[config.mk]
export PLATFORM = sky130hd
export DESIGN_NAME = rxline_sequencer
export DESIGN_NICKNAME = d
export VERILOG_FILES = /design/src/rtl/rxl_pkg.sv /design/src/rtl/rxl_tick.sv /design/src/rtl/rxl_store.sv /design/src/rtl/rxl_stepper.sv /design/src/rtl/rxline_sequencer.sv
export SDC_FILE = /design/constraint.sdc
export NUM_CORES = 1
export LEC_CHECK = 0
export CAP_MARGIN = 20
export CORE_MARGIN = 3
export CORE_UTILIZATION = 40
export DETAILED_ROUTE_END_ITERATION = 8
export DONT_BUFFER_PORTS = 1
export SYNTH_ARGS = -nofsm -noshare
export SYNTH_HDL_FRONTEND = slang
export SYNTH_SLANG_ARGS = --single-unit
[constraint.sdc]
create_clock -name clk -period 2.3 [get_ports clk]
set_input_delay 0.23 -clock clk [delete_from_list [all_inputs] [get_ports clk]]
set_output_delay 0.23 -clock clk [all_outputs]
set_load 0.1 [all_outputs]
[src/rtl/rxl_pkg.sv]
package rxl_pkg;
   typedef struct packed {
      logic       chk;
      logic [7:0] pat;
      logic [6:0] code;
   } rxl_slot_t;

   localparam logic [7:0] RXL_OVR_ID = 8'h0F;

   function automatic logic [6:0] rxl_eff_code(input logic [6:0] c);
      return (c == 7'd0) ? 7'd1 : c;
   endfunction
endpackage

[src/rtl/rxl_tick.sv]
module rxl_tick #(
   parameter int DIV = 62500
) (
   input  logic clk,
   input  logic rst_n,
   input  logic run,
   output logic tick
);
   localparam int W = (DIV > 1) ? $clog2(DIV) : 1;
   localparam logic [W-1:0] LAST = W'(DIV - 1);

   logic [W-1:0] cnt;

   assign tick = run && (cnt == LAST);

   always_ff @(posedge clk or negedge rst_n) begin
      if (!rst_n)      cnt <= '0;
      else if (!run)   cnt <= '0;
      else if (tick)   cnt <= '0;
      else             cnt <= cnt + 1'b1;
   end

   // the divider never runs past its last count
   a_r4_div_range: assert property (@(posedge clk) disable iff (!rst_n)
      cnt <= LAST);
endmodule

[src/rtl/rxl_store.sv]
module rxl_store
   import rxl_pkg::*;
#(
   parameter int         N_SLOTS = 4,
   parameter logic [7:0] BASE_ID = 8'h16
) (
   input  logic                    clk,
   input  logic                    rst_n,
   input  logic                    pkt_valid,
   input  logic [31:0]             pkt_data,
   output rxl_slot_t [N_SLOTS-1:0] slots,
   output logic [7:0]              frc_mask,
   output logic [7:0]              frc_lvl
);
   logic [7:0] id;
   logic       ovr_hit;
   assign id      = pkt_data[31:24];
   assign ovr_hit = pkt_valid && (id == RXL_OVR_ID) && (pkt_data[23:16] == 8'h00);

   for (genvar g = 0; g < N_SLOTS; g++) begin : g_slot
      logic hit;
      assign hit = pkt_valid && (id == BASE_ID + 8'(g));
      always_ff @(posedge clk or negedge rst_n) begin
         if (!rst_n) begin
            slots[g] <= '{chk: 1'b0, pat: 8'h00, code: 7'h01};
         end else if (hit) begin
            slots[g] <= '{chk: pkt_data[20], pat: pkt_data[15:8], code: pkt_data[6:0]};
         end
      end
   end

   always_ff @(posedge clk or negedge rst_n) begin
      if (!rst_n) begin
         frc_mask <= 8'h00;
         frc_lvl  <= 8'h00;
      end else if (ovr_hit) begin
         frc_mask <= pkt_data[15:8];
         frc_lvl  <= pkt_data[7:0];
      end
   end

   // an override write lands in the next cycle
   a_r7_ovr_load: assert property (@(posedge clk) disable iff (!rst_n)
      (pkt_valid && pkt_data[31:16] == 16'h0F00)
      |=> (frc_mask == $past(pkt_data[15:8]) && frc_lvl == $past(pkt_data[7:0])));

   // a packet outside every known ID leaves the store untouched
   a_r8_drop: assert property (@(posedge clk) disable iff (!rst_n)
      (pkt_valid && pkt_data[31:24] != 8'h0F
       && (pkt_data[31:24] < BASE_ID || pkt_data[31:24] >= BASE_ID + 8'(N_SLOTS)))
      |=> ($stable(slots) && $stable(frc_mask) && $stable(frc_lvl)));
endmodule

[src/rtl/rxl_stepper.sv]
module rxl_stepper
   import rxl_pkg::*;
#(
   parameter int N_SLOTS = 4
) (
   input  logic                    clk,
   input  logic                    rst_n,
   input  logic                    start,
   input  logic                    tick,
   input  logic                    batt_low,
   input  rxl_slot_t [N_SLOTS-1:0] slots,
   output logic                    busy,
   output logic [7:0]              pat,
   output logic                    bstat,
   output logic                    bdone
);
   localparam int IW = (N_SLOTS > 1) ? $clog2(N_SLOTS) : 1;
   localparam logic [IW-1:0] LAST_IDX = IW'(N_SLOTS - 1);

   logic [IW-1:0] idx;
   logic [6:0]    step;
   logic [IW-1:0] nxt;
   assign nxt = idx + 1'b1;

   assign pat = busy ? slots[idx].pat : 8'h00;

   always_ff @(posedge clk or negedge rst_n) begin
      if (!rst_n) begin
         busy  <= 1'b0;
         idx   <= '0;
         step  <= 7'd1;
         bstat <= 1'b0;
         bdone <= 1'b0;
      end else if (!busy && start) begin
         busy  <= 1'b1;
         idx   <= '0;
         step  <= rxl_eff_code(slots[0].code);
         bdone <= 1'b0;
      end else if (busy && tick) begin
         if (step == 7'd1) begin
            if (slots[idx].chk) begin
               bstat <= batt_low;
               bdone <= 1'b1;
            end
            if (idx == LAST_IDX) begin
               busy <= 1'b0;
            end else begin
               idx  <= nxt;
               step <= rxl_eff_code(slots[nxt].code);
            end
         end else begin
            step <= step - 1'b1;
         end
      end
   end

   // the step counter never holds zero during a walk
   a_r5_step_nonzero: assert property (@(posedge clk) disable iff (!rst_n)
      busy |-> step != 7'd0);

   // a capture only comes from a running walk
   a_r6_done_src: assert property (@(posedge clk) disable iff (!rst_n)
      $rose(bdone) |-> $past(busy));

   // slots are visited in ascending order
   a_r3_order: assert property (@(posedge clk) disable iff (!rst_n)
      (busy && $past(busy) && idx != $past(idx)) |-> idx == $past(idx) + 1'b1);

   // without a step tick nothing moves, start included
   a_r9_hold: assert property (@(posedge clk) disable iff (!rst_n)
      (busy && !tick) |=> ($stable(idx) && $stable(step) && busy));
endmodule

[src/rtl/rxline_sequencer.sv]
module rxline_sequencer
   import rxl_pkg::*;
#(
   parameter int         N_SLOTS  = 4,
   parameter logic [7:0] BASE_ID  = 8'h16,
   parameter int         TICK_DIV = 62500
) (
   input  logic        clk,
   input  logic        rst_n,
   input  logic        pkt_valid,
   input  logic [31:0] pkt_data,
   input  logic        seq_start,
   input  logic        batt_low,
   output logic [7:0]  line_o,
   output logic [7:0]  line_oe,
   output logic        busy,
   output logic        batt_stat,
   output logic        batt_done
);
   if (N_SLOTS < 1 || N_SLOTS > 16) begin : g_bad_slots
      $error("N_SLOTS must lie in 1..16");
   end
   if (TICK_DIV < 1) begin : g_bad_div
      $error("TICK_DIV must be at least 1");
   end
   if (int'(BASE_ID[3:0]) + N_SLOTS > 16) begin : g_bad_base
      $error("slot IDs must stay inside one ID nibble");
   end

   rxl_slot_t [N_SLOTS-1:0] slots;
   logic [7:0] frc_mask, frc_lvl, seq_pat;
   logic       tick, oe_q;

   rxl_store #(.N_SLOTS(N_SLOTS), .BASE_ID(BASE_ID)) u_store (
      .clk, .rst_n, .pkt_valid, .pkt_data,
      .slots, .frc_mask, .frc_lvl);

   rxl_tick #(.DIV(TICK_DIV)) u_tick (
      .clk, .rst_n, .run(busy), .tick);

   rxl_stepper #(.N_SLOTS(N_SLOTS)) u_step (
      .clk, .rst_n, .start(seq_start), .tick, .batt_low, .slots,
      .busy, .pat(seq_pat), .bstat(batt_stat), .bdone(batt_done));

   always_ff @(posedge clk or negedge rst_n) begin
      if (!rst_n) oe_q <= 1'b0;
      else        oe_q <= 1'b1;
   end

   assign line_oe = {8{oe_q}};
   assign line_o  = oe_q ? ((frc_mask & frc_lvl) | (~frc_mask & seq_pat)) : 8'h00;

   // busy rises only on an accepted start
   a_r10_busy_rise: assert property (@(posedge clk) disable iff (!rst_n)
      $rose(busy) |-> $past(seq_start));
endmodule

==> results of run 1 <==
layer usage:
layer,routed length (um),part of all wire (%)
met5,0,0
met4,90,0.84
met3,590,5.5
met2,5250,49
met1,4810,45
registers in the layout, indices dropped and copies added, names as in the netlist:
register	count
u_store.slots	64
u_tick.cnt	16
u_store.frc_lvl	8
u_store.frc_mask	8
u_step.step	7
u_step.idx	2
oe_q	1
u_step.bdone	1
u_step.bstat	1
u_step.busy	1
path summary, 6_finish.rpt:
path | from | end | slack [ps] | depth (start not counted)
setup / recovery | u_step.idx[0] | line_o[1] | 90 | 5
hold / removal | rst_n | u_store.slots[17] | -430 | 0
setup reg to reg | u_tick.cnt[11] | u_step.idx[1] | 90 | 6
hold reg to reg | u_store.slots[61] | u_store.slots[61] | 510 | 1
max in group asynchronous | rst_n | u_store.slots[16] | 2520 | 0
min in group clk | pkt_data[1] | u_store.slots[17] | 20 | 1
logic make-up (layout without fill, tap and decap cells):
family	after synthesis	count (layout)	synth area share (%)
AND/OR/NAND/NOR	126	126	12.6
XOR/XNOR	16	16	2.69
flip-flops	109	109	52.6
multiplexers	99	99	24.9
buffers and inverters	27	47	2.74
adder cells (fa/ha/maj)	4	4	0.962
AO/OA/AOI/OAI	29	29	3.54
other	1	1	0.0721
Yosys cell counts (3+ instances only):
library cell	n
xnor2_1	7
o21ai_0	14
and2_1	9
nand3_1	11
ha_1	4
xor2_1	9
mux4_2	16
dfstp_2	5
and3_1	4
nand4_1	6
nand2_1	31
buf_4	8
inv_1	3
mux2_2	82
nor3_1	4
dfrtp_1	104
clkbuf_1	10
or4_1	7
buf_2	3
nor2_1	33
a21oi_1	5
nor4_1	3
per-stage QoR:
step / instances / area [um2] / hold slack, ps / setup WS, ps / total power, mW
finish: 603 / 5870 / -429 / 88.5 / 4.26
global route: 603 / 5870 / -446 / -23.3 / 4.46
CTS: 603 / 5860 / -444 / 14.2 / 4.31
detailed placement: 587 / 5540 / -59.4 / -28.1 / 2.75
global placement: 587 / 5540 / -59.9 / -27.5 / 2.72
floorplan: 411 / 5220 / -65.6 / 17.8 / 2.58
report_power, final:
part / switching, mW / internal [mW]
Sequential: 0.0909 / 2.05
Clock: 0.734 / 0.818
Combinational: 0.300 / 0.269
Total: 1.12 / 3.14
cell type report:
type,count,area share [%]
inverters,3,0.192
repair buffers,28,4.26
well taps,172,3.67
clock inverters,5,0.831
multi-input cells,275,40.1
flip-flops and latches,109,46.6
clock buffers,11,4.30
layout by cell type (no fill, tap or decap), types with 9 or more instances in the layout:
cell type,count
buf_4,25
clkbuf_16,9
dfrtp_1,102
mux2_2,82
mux4_2,16
nand2_1,31
nand3_1,11
nor2_1,33
o21ai_0,14
xor2_1,9
what timing repair did:
item,CTS,global route
hold endpoints to repair,109,109
gates resized for setup,11,2
pin swaps,0,0
setup endpoints to repair,9,13
==> parameters.txt, run 1 <==
Parameter                              Value

Run status
  Status ... finished with violations
  Violated checks ... hold timing

Synthesis
  Post-synthesis cell area ... 5200 um2
  Area share of the largest cell type after synthesis ... 50.0%
  Share of flip-flops with an asynchronous set or reset ... 100%
  Number of unique standard cell types used by synthesis ... 49
  Post-synth EDFFs ... 0
  Number of storage elements in the synthesis netlist ... 109
  Most common flop cell mapped by yosys ... dfrtp_1
  Cell types with the largest area share after synthesis ... dfrtp_1 (50%), mux2_2 (18%), mux4_2 (6.9%), dfstp_2 (2.5%), nor2_1 (2.4%)
  Mapped Nets ... 452
  Sequential share of the synthesized area ... 52.6%
  Library cell occupying the most area in the post-synthesis netlist ... dfrtp_1
  Mapped Avg Cell Area ... 12.7 um2
  Number of warnings issued by yosys ... 0
  Synthesized netlist cell count ... 411

Routing
  ANT nets after route ... 0
  Number of DRC violations after detailed-routing iteration 0 ... 180
  Via count normalized by instance count ... 5.33
  Detailed-route wire length per cell ... 17.8 um
  Total iterations of the first detailed-routing run ... 4
  Routed wire length ... 10.7 mm
  Routed via count ... 3216
  DRC violation count after routing ... 0

Clock tree
  TritonCTS clock tree ... done
  CTS Buf Count ... 9
  Clock tree root driver cell ... clkbuf_16
  Largest buffer count on any clock path ... 2
  Clock Pin Slew Worst Setup and Hold Paths ... 80 ps
  H-Tree Depth ... 3
  Post-CTS setup-driven buffer insertion count ... 0
  Skew-Pair Late Insertion Delay ... 360 ps
  Total clock sinks ... 109

Critical path
  Required time at the worst-slack endpoint ... 2070 ps
  Critical Path Source Type ... flop
  Crit path cell chain ... buf_8 > mux4_2 > nand2_1 > o21ai_0 > and2_4
  Worst Path Arrival ... 1980 ps
  Worst setup path category ... flop to output port
  Delay of the slowest critical-path stage ... 520 ps
  Slowest-stage cell, CP ... mux4_2
  Worst path bufs/invs ... 1
  Maximum fanout along the worst path ... 17
  Setup crit end kind ... output port
  Category of cells accounting for the largest share of critical-path delay ... multiplexers

Power and ir drop
  Max IR drop VDD ... 404 uV
  Leak ... 2.71 nW
  Power per unit of standard cell area ... 726 nW/um2

Floorplan
  Io pins ... 56
  Placement row count ... 41
  Die Ht ... 120 um
  Die width ... 120 um
  Area of the core region ... 12700 um2
  Die area ... 14400 um2
  Initial Utilization ... 41.0%

STA
  Setup violations, final ... 0
  Achievable frequency ... 452 MHz
  Post-Route Hold Slack ... -429 ps
  Post-Route Skew ... 12.5 ps
  Max-slew violations ... 0
  Fin Setup TNS ... 0 ps
  Count of endpoints failing hold in the final timing report ... 109
  RSZ-0062 raised after global routing ... true
  Time the worst path needs with I/O delays and setup ... 2210 ps
  Transition at the pin with the smallest max-transition slack ... 887 ps
  Tcrit/Tclk final ... 96.2%
  Normalized max-slew margin ... 40.9%

Global route
  All-Layer GR Usage ... 15.9%
  Overflow left after global routing ... 0
  Largest net degree at the start of global routing ... 110
  Met3 track demand over resource ... 4.62%
  Global Route met1 Usage ... 20.5%
  Initial antenna violation count ... 0
  Wire length of the first global-routing pass ... 17.6 mm
  Number of global-route vias before repair ... 3356
  Peak-usage layer in the global routing report ... met2
  Met2 track utilization from global routing ... 26.2%

Placed design
  Final GP Congestion ... 0.823
  HPWL after DPL ... 7.37 mm
  Number of I/O port buffers ... 0

Cells and area
  Layout cell share with drive strength beyond 1 ... 38.1%
  # fillers ... 1171
  Total area of multi-input combinational cells ... 2350 um2
  Sequential cell area ... 2740 um2
  Growth of design area from synthesis to finish ... 12.9%
  Total inserted antenna cells ... 0
  Final cell utilization of the core ... 46.3%
  Final layout net count ... 467

Flow run
  Count of maximum capacitance violations ... 0

Min path
  Worst hold path type ... primary input to asynchronous set/reset pin
Note: power is estimated with default switching activity, not from simulation.
==> inputs of run 2 (changes only) <==
--- a/config.mk
+++ b/config.mk
@@ -10,6 +10,7 @@
 export CORE_UTILIZATION = 40
 export DETAILED_ROUTE_END_ITERATION = 8
 export DONT_BUFFER_PORTS = 1
+export SKIP_CTS_REPAIR_TIMING = 1
 export SYNTH_ARGS = -nofsm -noshare
 export SYNTH_HDL_FRONTEND = slang
 export SYNTH_SLANG_ARGS = --single-unit
==> parameters.txt, run 2 (synthesis results as in run 1) <==
Parameter                              Value

Critical path
  Maximum fanout along the worst path ... 7 (-10)
  Worst setup path category ... flop to flop
  Crit path cell chain ... or4_1 > or4_4 > nor3_1 > buf_4 > mux2i_1 > nor2_1
  Required time at the worst-slack endpoint ... 2540 ps (+470 ps)
  Setup crit end kind ... flop
  Delay of the slowest critical-path stage ... 600 ps (+80 ps)
  Slowest-stage cell, CP ... or4_4
  Worst Path Arrival ... 2440 ps (+460 ps)
  Critical Path Source Type ... flop

Placed design
  Pre-CTS setup slack ... -28.1 ps (unchanged)
  Number of I/O port buffers ... 0 (unchanged)
  Final GP Congestion ... 0.823 (unchanged)
  Area after detailed placement ... 5540 um2 (unchanged)
  HPWL after DPL ... 7.37 mm (unchanged)

STA
  Tcrit/Tclk final ... 95.9% (-0.29 points)
  RSZ-0062 raised after global routing ... false
  Time the worst path needs with I/O delays and setup ... 2200 ps (-6.63 ps)
  Post-Route Hold Slack ... -422 ps (+6.95 ps)
  Worst Slack Setup Final ... 95.1 ps (+6.63 ps)
  Transition at the pin with the smallest max-transition slack ... 887 ps (+0.00322 ps)
  Post-Route Skew ... 12.3 ps (-0.132 ps)
  Normalized max-slew margin ... 40.9% (about the same)
  Max-slew violations ... 0 (unchanged)
  Achievable frequency ... 454 MHz (+0.30%)
  Count of endpoints failing hold in the final timing report ... 109 (unchanged)
  Setup violations, final ... 0 (unchanged)

Min path
  Worst hold path type ... primary input to asynchronous set/reset pin

Power and ir drop
  Power per unit of standard cell area ... 726 nW/um2 (about the same)
  Fraction of power spent switching nets ... 26.4% (about the same)
  Sequential Power Share ... 50.2% (about the same)
  Leak ... 2.71 nW (about the same)
  Max IR drop VDD ... 404 uV (about the same)
  Combinational group share of total power ... 13.4% (about the same)
  Internal power ... 3.14 mW (about the same)
  Sw Pwr ... 1.13 mW (+0.13%)
  Proportion of power drawn by the clock network ... 36.4% (about the same)

Clock tree
  Clock tree root driver cell ... clkbuf_16
  CTS Buf Count ... 9 (unchanged)
  TritonCTS clock tree ... done
  Clock Pin Slew Worst Setup and Hold Paths ... 70 ps (about the same)
  Total clock sinks ... 109 (unchanged)
  Largest buffer count on any clock path ... 2 (unchanged)
  H-Tree Depth ... 3 (unchanged)
  Skew-Pair Late Insertion Delay ... 350 ps (about the same)

Floorplan
  Die Ht ... 120 um (unchanged)
  Die area ... 14400 um2 (unchanged)
  Io pins ... 56 (unchanged)
  Placement row count ... 41 (unchanged)
  Initial Utilization ... 41.0% (unchanged)
  Die width ... 120 um (unchanged)
  Area of the core region ... 12700 um2 (unchanged)

Routing
  Routed via count ... 3222 (+0.19%)
  Number of DRC violations after detailed-routing iteration 0 ... 173 (-3.9%)
  Routed wire length ... 10.8 mm (+0.52%)
  Detailed-route wire length per cell ... 17.9 um (+0.52%)
  ANT nets after route ... 0 (unchanged)
  Via count normalized by instance count ... 5.34 (+0.19%)
  DRC violation count after routing ... 0 (unchanged)
  Total iterations of the first detailed-routing run ... 4 (unchanged)

Global route
  Number of global-route vias before repair ... 3345 (-0.33%)
  Overflow left after global routing ... 0 (unchanged)
  Initial antenna violation count ... 0 (unchanged)
  All-Layer GR Usage ... 15.8% (-0.030 points)
  Largest net degree at the start of global routing ... 110 (unchanged)
  Wire length of the first global-routing pass ... 17.5 mm (-0.24%)

Cells and area
  # fillers ... 1171 (unchanged)
  Largest register FFs ... 64 (unchanged)
  Most flops, register ... u_store.slots
  Final layout net count ... 467 (unchanged)
  Finished layout cell area ... 5880 um2 (+0.13%)
  Top library cells by usage in the layout, fill and taps aside ... dfrtp_1 (102), mux2_2 (82), nor2_1 (33), nand2_1 (31), buf_4 (25)
  Most frequent standard cell in the layout excluding fill and tap cells ... dfrtp_1
  Total inserted antenna cells ... 0 (unchanged)
  Biggest registers after layout ... u_store.slots (64), u_tick.cnt (16)
  Layout cell share with drive strength beyond 1 ... 38.3% (+0.23 points)
  Growth of design area from synthesis to finish ... 13.0%

Run status
  Status ... finished with violations
  Violated checks ... hold timing

Flow run
  Count of maximum capacitance violations ... 0 (unchanged)
==> run 2: cell counts in the layout (fill, tap and decap cells not counted) <==
No cell type changed its count.
==> run 2: path summary, 6_finish.rpt <==
| path | to | from | depth (start not counted) | slack [ps] |
|---|---|---|---|---|
| max | u_step.idx[1] | u_tick.cnt[11] | 6 | 100 |
| min | u_step.step[4] | rst_n | 0 | -420 |
| max reg2reg | u_step.idx[1] | u_tick.cnt[11] | 6 | 100 |
| min reg2reg | u_store.slots[20] | u_store.slots[20] | 1 | 500 |
| max in group asynchronous | u_store.slots[16] | rst_n | 0 | 2480 |
| min in group clk | u_store.slots[17] | pkt_data[1] | 1 | 20 |
==> run 2: per-stage QoR <==
step                      power (mW)  hold WS, ps  instances  setup TNS (ps)  util, %
after floorplan                 2.58        -65.6        411               0        -
after global placement          2.72        -59.9        587           -27.5     43.7
after detailed placement        2.75        -59.4        587           -28.1     43.7
after CTS                       4.30         -444        603           -1200     46.1
after global routing            4.46         -446        603               0     46.4
final                           4.27         -422        603               0     46.4
==> run 2: critical path: cells and delay by family (launching register included) <==
| kind | cells | cell delay, ps |
|---|---|---|
| simple gates | 4 | 1400 |
| flops | 1 | 370 |
| mux | 1 | 170 |
| buf+inv | 1 | 160 |
==> run 2: power groups by stage <==
stage               combinational, mW  clock [mW]  sequential (mW)
finish                          0.573        1.55             2.14
global route                    0.627        1.67             2.16
CTS                             0.571        1.59             2.14
detailed placement              0.569           0             2.18
global placement                0.555           0             2.17
floorplan                       0.415           0             2.17
==> run 2: layer usage <==
metal | part of all wire (%) | GRT usage (%)
met3 | 5.3 | 4.52
met5 | 0 | 0
met4 | 0.82 | 4.08
met2 | 49 | 26.2
met1 | 45 | 20.6
==> run 2: cell type report <==
cell class	count	area, um2	area share, %
flip-flops and latches	109	2740	46.6
multi-input cells	275	2360	40.1
repair buffers	28	255	4.34
clock buffers	11	253	4.30
well taps	172	215	3.66
clock inverters	5	48.8	0.830
inverters	3	11.3	0.192
